--- src/rtl/rfsh_pkg.sv ---
package rfsh_pkg;

  // number of hashed filters (fast bin, medium bin)
  localparam int NumFilters = 2;
  // windows per slowest refresh period (64 ms windows in a 256 ms period)
  localparam int NumWindows = 4;

  typedef enum logic [1:0] {
    ST_SCAN = 2'd0,
    ST_WAIT = 2'd1,
    ST_DONE = 2'd2
  } walkState_t;

  // strobes from control to datapath
  typedef struct packed {
    logic rowRestart;
    logic rowStep;
    logic reqLoad;
  } rfshStrobe_t;

endpackage

--- src/rtl/rfsh_bloom.sv ---
module rfsh_bloom #(
  parameter int ROW_BITS    = 6,
  parameter int FILTER_BITS = 32,
  parameter int HASHES      = 2
) (
  input  logic                clk,
  input  logic                rstN,
  input  logic                clearAll,
  input  logic                insEn,
  input  logic [ROW_BITS-1:0] insRow,
  input  logic [ROW_BITS-1:0] qRow,
  output logic                hit
);

  localparam int IdxW   = $clog2(FILTER_BITS);
  localparam int NChunk = (ROW_BITS + IdxW - 1) / IdxW;
  localparam int PadW   = NChunk * IdxW;

  logic [FILTER_BITS-1:0] bitArr;
  logic [HASHES-1:0]      qBit;

  // rotate left by (j mod ROW_BITS), then XOR-fold into IdxW bits
  function automatic logic [IdxW-1:0] hashIdx(input logic [ROW_BITS-1:0] r, input int j);
    logic [ROW_BITS-1:0] rot;
    logic [PadW-1:0]     pad;
    logic [IdxW-1:0]     acc;
    for (int b = 0; b < ROW_BITS; b++) begin
      rot[b] = r[(b + ROW_BITS - (j % ROW_BITS)) % ROW_BITS];
    end
    pad = '0;
    pad[ROW_BITS-1:0] = rot;
    acc = '0;
    for (int c = 0; c < NChunk; c++) begin
      acc = acc ^ pad[c*IdxW +: IdxW];
    end
    return acc;
  endfunction

  generate
    for (genvar j = 0; j < HASHES; j++) begin : g_probe
      assign qBit[j] = bitArr[hashIdx(qRow, j)];
    end
  endgenerate

  assign hit = &qBit;

  always_ff @(posedge clk) begin
    if (!rstN) begin
      bitArr <= '0;
    end else if (clearAll) begin
      bitArr <= '0;
    end else if (insEn) begin
      for (int j = 0; j < HASHES; j++) begin
        bitArr[hashIdx(insRow, j)] <= 1'b1;
      end
    end
  end

endmodule

--- src/rtl/rfsh_datapath.sv ---
module rfsh_datapath
  import rfsh_pkg::*;
#(
  parameter int ROW_BITS      = 6,
  parameter int FILTER_BITS   = 32,
  parameter int HASHES        = 2,
  parameter int WINDOW_CYCLES = 256
) (
  input  logic                clk,
  input  logic                rstN,
  input  rfshStrobe_t         strobe,
  input  logic                profValid,
  input  logic                profFast,
  input  logic [ROW_BITS-1:0] profRow,
  input  logic                profClear,
  output logic                hitFast,
  output logic                hitMid,
  output logic                lastRow,
  output logic                windowEnd,
  output logic [1:0]          winIdx,
  output logic [ROW_BITS-1:0] refReqRow
);

  localparam int TickW = $clog2(WINDOW_CYCLES + 1);
  localparam logic [TickW-1:0] TickLast = TickW'(WINDOW_CYCLES - 1);

  logic [TickW-1:0]      tickCnt;
  logic [ROW_BITS-1:0]   rowPtr;
  logic [NumFilters-1:0] binHit;

  // filter 0 = fast bin, filter 1 = medium bin
  generate
    for (genvar f = 0; f < NumFilters; f++) begin : g_bin
      logic selIns;
      assign selIns = profValid & (profFast == (f == 0));
      rfsh_bloom #(
        .ROW_BITS   (ROW_BITS),
        .FILTER_BITS(FILTER_BITS),
        .HASHES     (HASHES)
      ) u_bloom (
        .clk     (clk),
        .rstN    (rstN),
        .clearAll(profClear),
        .insEn   (selIns),
        .insRow  (profRow),
        .qRow    (rowPtr),
        .hit     (binHit[f])
      );
    end
  endgenerate

  assign hitFast   = binHit[0];
  assign hitMid    = binHit[1];
  assign lastRow   = (rowPtr == {ROW_BITS{1'b1}});
  assign windowEnd = (tickCnt == TickLast);

  always_ff @(posedge clk) begin
    if (!rstN) begin
      tickCnt <= '0;
      winIdx  <= 2'd0;
    end else if (windowEnd) begin
      tickCnt <= '0;
      winIdx  <= winIdx + 2'd1;
    end else begin
      tickCnt <= tickCnt + 1'b1;
    end
  end

  always_ff @(posedge clk) begin
    if (!rstN) begin
      rowPtr    <= '0;
      refReqRow <= '0;
    end else begin
      if (strobe.rowRestart) begin
        rowPtr <= '0;
      end else if (strobe.rowStep) begin
        rowPtr <= rowPtr + 1'b1;
      end
      if (strobe.reqLoad) begin
        refReqRow <= rowPtr;
      end
    end
  end

endmodule

--- src/rtl/rfsh_control.sv ---
module rfsh_control
  import rfsh_pkg::*;
(
  input  logic        clk,
  input  logic        rstN,
  input  logic        hitFast,
  input  logic        hitMid,
  input  logic        lastRow,
  input  logic        windowEnd,
  input  logic [1:0]  winIdx,
  input  logic        refReqReady,
  output rfshStrobe_t strobe,
  output logic        refReqValid,
  output logic        overrun
);

  walkState_t state, stateNext;
  logic       validNext;
  logic       needRow;

  // fast rows every window, medium rows in even windows, others in window 0
  assign needRow = hitFast | (hitMid & ~winIdx[0]) | (winIdx == 2'd0);

  always_comb begin
    strobe    = '0;
    stateNext = state;
    validNext = refReqValid;
    if (windowEnd) begin
      strobe.rowRestart = 1'b1;
      stateNext         = ST_SCAN;
      validNext         = 1'b0;
    end else begin
      case (state)
        ST_SCAN: begin
          if (needRow) begin
            strobe.reqLoad = 1'b1;
            validNext      = 1'b1;
            stateNext      = ST_WAIT;
          end else if (lastRow) begin
            stateNext = ST_DONE;
          end else begin
            strobe.rowStep = 1'b1;
          end
        end
        ST_WAIT: begin
          if (refReqReady) begin
            validNext = 1'b0;
            if (lastRow) begin
              stateNext = ST_DONE;
            end else begin
              strobe.rowStep = 1'b1;
              stateNext      = ST_SCAN;
            end
          end
        end
        default: begin
          stateNext = ST_DONE;
        end
      endcase
    end
  end

  always_ff @(posedge clk) begin
    if (!rstN) begin
      state       <= ST_SCAN;
      refReqValid <= 1'b0;
      overrun     <= 1'b0;
    end else begin
      state       <= stateNext;
      refReqValid <= validNext;
      overrun     <= windowEnd && (state != ST_DONE);
    end
  end

endmodule

--- src/rtl/rfsh_sched.sv ---
module rfsh_sched
  import rfsh_pkg::*;
#(
  parameter int ROW_BITS      = 6,
  parameter int FILTER_BITS   = 32,
  parameter int HASHES        = 2,
  parameter int WINDOW_CYCLES = 256
) (
  input  logic                clk,
  input  logic                rstN,
  input  logic                profValid,
  input  logic                profFast,
  input  logic [ROW_BITS-1:0] profRow,
  input  logic                profClear,
  output logic                refReqValid,
  output logic [ROW_BITS-1:0] refReqRow,
  input  logic                refReqReady,
  output logic [1:0]          windowIdx,
  output logic                overrun
);

  rfshStrobe_t strobe;
  logic        hitFast;
  logic        hitMid;
  logic        lastRow;
  logic        windowEnd;

  rfsh_datapath #(
    .ROW_BITS     (ROW_BITS),
    .FILTER_BITS  (FILTER_BITS),
    .HASHES       (HASHES),
    .WINDOW_CYCLES(WINDOW_CYCLES)
  ) u_dp (
    .clk      (clk),
    .rstN     (rstN),
    .strobe   (strobe),
    .profValid(profValid),
    .profFast (profFast),
    .profRow  (profRow),
    .profClear(profClear),
    .hitFast  (hitFast),
    .hitMid   (hitMid),
    .lastRow  (lastRow),
    .windowEnd(windowEnd),
    .winIdx   (windowIdx),
    .refReqRow(refReqRow)
  );

  rfsh_control u_ctrl (
    .clk        (clk),
    .rstN       (rstN),
    .hitFast    (hitFast),
    .hitMid     (hitMid),
    .lastRow    (lastRow),
    .windowEnd  (windowEnd),
    .winIdx     (windowIdx),
    .refReqReady(refReqReady),
    .strobe     (strobe),
    .refReqValid(refReqValid),
    .overrun    (overrun)
  );

endmodule

--- config.mk ---
export PLATFORM = sky130hd
export DESIGN_NAME = rfsh_sched
export DESIGN_NICKNAME = d
export VERILOG_FILES = /design/src/rtl/rfsh_pkg.sv /design/src/rtl/rfsh_bloom.sv /design/src/rtl/rfsh_datapath.sv /design/src/rtl/rfsh_control.sv /design/src/rtl/rfsh_sched.sv
export SDC_FILE = /design/constraint.sdc
export NUM_CORES = 1
export LEC_CHECK = 0
export CORE_UTILIZATION = 64
export DETAILED_ROUTE_END_ITERATION = 6
export DONT_BUFFER_PORTS = 1
export PLACE_DENSITY = 0.86
export SLEW_MARGIN = 5
export SYNTH_ARGS = -nofsm -noshare
export SYNTH_HDL_FRONTEND = slang
export SYNTH_SLANG_ARGS = --single-unit
--- constraint.sdc ---
create_clock -name clk -period 3.6 [get_ports clk]
set_clock_uncertainty 0.05 [all_clocks]
set_input_delay 0.72 -clock clk [delete_from_list [all_inputs] [get_ports clk]]
set_output_delay 0.72 -clock clk [all_outputs]
set_load 0.005 [all_outputs]
==> results.sh <==
export IMPL_drc=0
export IMPL_clkTransAtPathRegs_ns=0.09
export IMPL_drt_antenna_violating_nets=0
export IMPL_worst_pin_slew_ns=1.21
export IMPL_ys_warn_count=0
export IMPL_die_x_um=93.0
export IMPL_cap_viol_max_count=0
export IMPL_timing_slew_headroom_pct=19.1
export IMPL_diodes=0
export IMPL_rsz0062_at_grt="false"
export IMPL_synth_edff_count=0
export IMPL_ys_flop_type="dfxtp_1"
export IMPL_cts_tree="done"
export IMPL_grt_pass1_vias=4532
export IMPL_dp_cells=719
export IMPL_critPathSlowestCell="mux4_1"
export IMPL_dr_max_layer_used="met4"
export IMPL_wl_met1_um=5550
export IMPL_viasPerCell=6.69
export IMPL_final_cells=736
export IMPL_start_util_pct=67.3
export IMPL_place_gp_congestion=0.936
export IMPL_crit_chain="buf_4, xor2_2, buf_4, mux4_1, o21ai_0, o21ai_0, o21ai_2, a2bb2oi_2, or3_1, a21oi_1"
export IMPL_syn_area_um2=5310
export IMPL_via_count=4923
export IMPL_numCtsBuffers=9
export IMPL_coreArea_um2=7890
export IMPL_synthCells=663
export IMPL_antenna_found_initial=0
export IMPL_hold_class="input port to flop"
export IMPL_crit_required_ns=3.84
export IMPL_dieArea_um2=8660
export IMPL_final_nets=646
export IMPL_power_density_nw_per_um2=349
export IMPL_grt_ovfl_total=0
export IMPL_utilization_pct=68.8
export IMPL_syn_area_per_cell_um2=8.00
export IMPL_first_iter_violations=428
export IMPL_grtUsageTotal_pct=33.7
export IMPL_ys_seq_area_share_pct=34.3
export IMPL_setup_violations=0
export IMPL_grt_max_degree=65
export IMPL_timing_worst_setup_path_type="flop to flop"
export IMPL_dieHeight_um=93.0
export IMPL_timing_fmax_ghz=0.296
export IMPL_ys_types=61
export IMPL_synthToLayoutAreaGrowth_pct=2.26
export IMPL_dr_pass1_iters=5
export IMPL_p_leak_uw=0.00182
export IMPL_synth_top_area_share_pct=34.3
export IMPL_status="finished, final reports clean"
export IMPL_io_pins=22
export IMPL_hold_buffers=0
export IMPL_io_buffers=0
export IMPL_layout_drive_gt1_share_pct=9.78
export IMPL_cts_buffer_depth=2
export IMPL_max_stage_delay_ns=0.62
export IMPL_cts_num_sinks=91
export IMPL_synth_area_leaders="dfxtp_1 34%, a21oi_1 8.0%, nor2_1 7.3%"
export IMPL_wl_per_cell_um=18.7
export IMPL_syn_num_nets=680
export IMPL_drt_total_wl_um=13800
export IMPL_grt_pass1_wl_um=22800
export IMPL_synth_seq_cells=91
export IMPL_post_route_min_period_ns=3.38
export IMPL_total_power_uw=1890
export IMPL_clk_latency_ns=0.37
export IMPL_cts_root_buffer="clkbuf_8"
export IMPL_fin_setup_tns_ns=0
export IMPL_wl_met2_um=6490
export IMPL_slew_viol_final=0
export IMPL_path_max_fanout=24
export IMPL_yosys_area_top_type="dfxtp_1"
export IMPL_met3_length_um=1170
export IMPL_async_flop_share_pct=0
export IMPL_worstSetupEndpointType="flop"
export IMPL_htreeDepth=3
export IMPL_hold_viol_final=0
export IMPL_cp_start_kind="flop"
export IMPL_cp_arrival_ns=3.62
export IMPL_ir_worst_vdd_uv=238
export IMPL_dpl_hpwl_um=9640
export IMPL_period_share_pct=93.8
export IMPL_row_count=32
-- state kept, by name, indices dropped and copies added (netlist names) --
register                   count
u_ctrl.refReqValid             1
u_dp.tickCnt                   9
u_ctrl.state                   2
u_dp.winIdx                    2
u_dp.g_bin.u_bloom.bitArr     64
u_ctrl.overrun                 1
u_dp.refReqRow                 6
u_dp.rowPtr                    6
-- placed cells by master, fill, tap and decap left out, types with 7 or more instances in the layout --
| cell | netlist | final |
|---|---|---|
| nor2_1 | 103 | 103 |
| dfxtp_1 | 91 | 91 |
| a21oi_1 | 85 | 85 |
| nand2_1 | 62 | 62 |
| o21ai_0 | 40 | 40 |
| nand3_1 | 25 | 25 |
| nor2b_1 | 17 | 16 |
| mux2i_1 | 14 | 14 |
| mux4_2 | 13 | 13 |
| buf_4 | 5 | 13 |
| nor3_1 | 11 | 11 |
| clkbuf_8 | 0 | 10 |
| or3_1 | 9 | 9 |
| inv_1 | 8 | 8 |
| xor2_1 | 8 | 8 |
| and2_1 | 8 | 8 |
| nand2b_1 | 8 | 7 |
| a31oi_1 | 7 | 7 |
| mux2_2 | 7 | 7 |
-- routing by layer --
| layer | GRT usage, % | up-vias |
|---|---|---|
| li1 | - | 2286 |
| met1 | 44.4 | 2295 |
| met2 | 53.6 | 287 |
| met3 | 6.02 | 55 |
| met4 | 15.9 | 0 |
| met5 | 0 | - |
-- critical path: cells and delay by family, from the launching register on --
family,cells,cell delay [ns]
DFF,1,0.41
muxes,1,0.62
AOI/OAI and AO/OA,5,1.03
buffers and inverters,2,0.64
xor gates and xnor gates,1,0.16
and+or+nand+nor,1,0.37
-- cell type report --
type,count,area (µm²)
Clock buffer,10,138
Tap cell,102,128
Timing Repair Buffer,13,97.6
Fill cell,609,2460
Clock inverter,6,48.8
Inverter,9,33.8
Multi-Input combinational cell,505,3160
Sequential cell,91,1820
-- report_power, final --
part,internal [µW],switching (µW)
clock network,277,387
registers,1020,12.4
logic,72.2,126
total,1370,526
-- worst paths after layout --
| check | cells past startpoint | start | endpoint | slack, ns |
|---|---|---|---|---|
| setup reg to reg | 10 | u_dp.rowPtr[0] | u_dp.rowPtr[5] | 0.22 |
| hold reg to reg | 1 | u_dp.tickCnt[0] | u_dp.tickCnt[0] | 0.42 |
| hold / removal | 2 | rstN | u_ctrl.overrun | 0.42 |
| setup / recovery | 10 | u_dp.rowPtr[0] | u_dp.rowPtr[5] | 0.22 |
-- through the flow --
step | worst slack [ns] | hold slack (ns) | instance area (µm²)
floorplan | 0.532 | 0.368 | 5310
global placement | 0.312 | 0.380 | 5230
detailed placement | 0.213 | 0.410 | 5230
CTS | 0.184 | 0.417 | 5420
global route | 0.0296 | 0.417 | 5430
finish | 0.224 | 0.421 | 5430
-- cell families after synthesis --
kind of cell,count (synthesis),synth area share [%]
mux,40,12.4
flops,91,34.3
compound gates,174,19.4
simple gates,273,24.0
xor+xnor,13,2.43
buf+inv,67,6.27
fa+ha+maj,5,1.18
-- Yosys cell counts, drive strengths merged (3+ instances only) --
cell type,instances
o21ai,42
or3,9
o22ai,5
mux2i,14
nand3,25
nor2,103
nand2,62
clkbuf,40
and2,9
nand4,6
mux4,18
nand2b,8
a41oi,3
a21oi,85
o211ai,3
and3,4
buf,18
inv,8
a31oi,7
nor3b,6
ha,5
nor3,11
a211oi,3
xor2,9
mux2,8
nand3b,3
dfxtp,91
xnor2,4
nor4,6
a22oi,6
nor2b,17
-- timing repair --
action,4_1_cts,5_1_grt
resized for setup,0,1
endpoints found under the setup margin,0,7
buffers inserted,0,1
endpoints found under the hold margin,0,0
(Power assumes the default switching activity.)
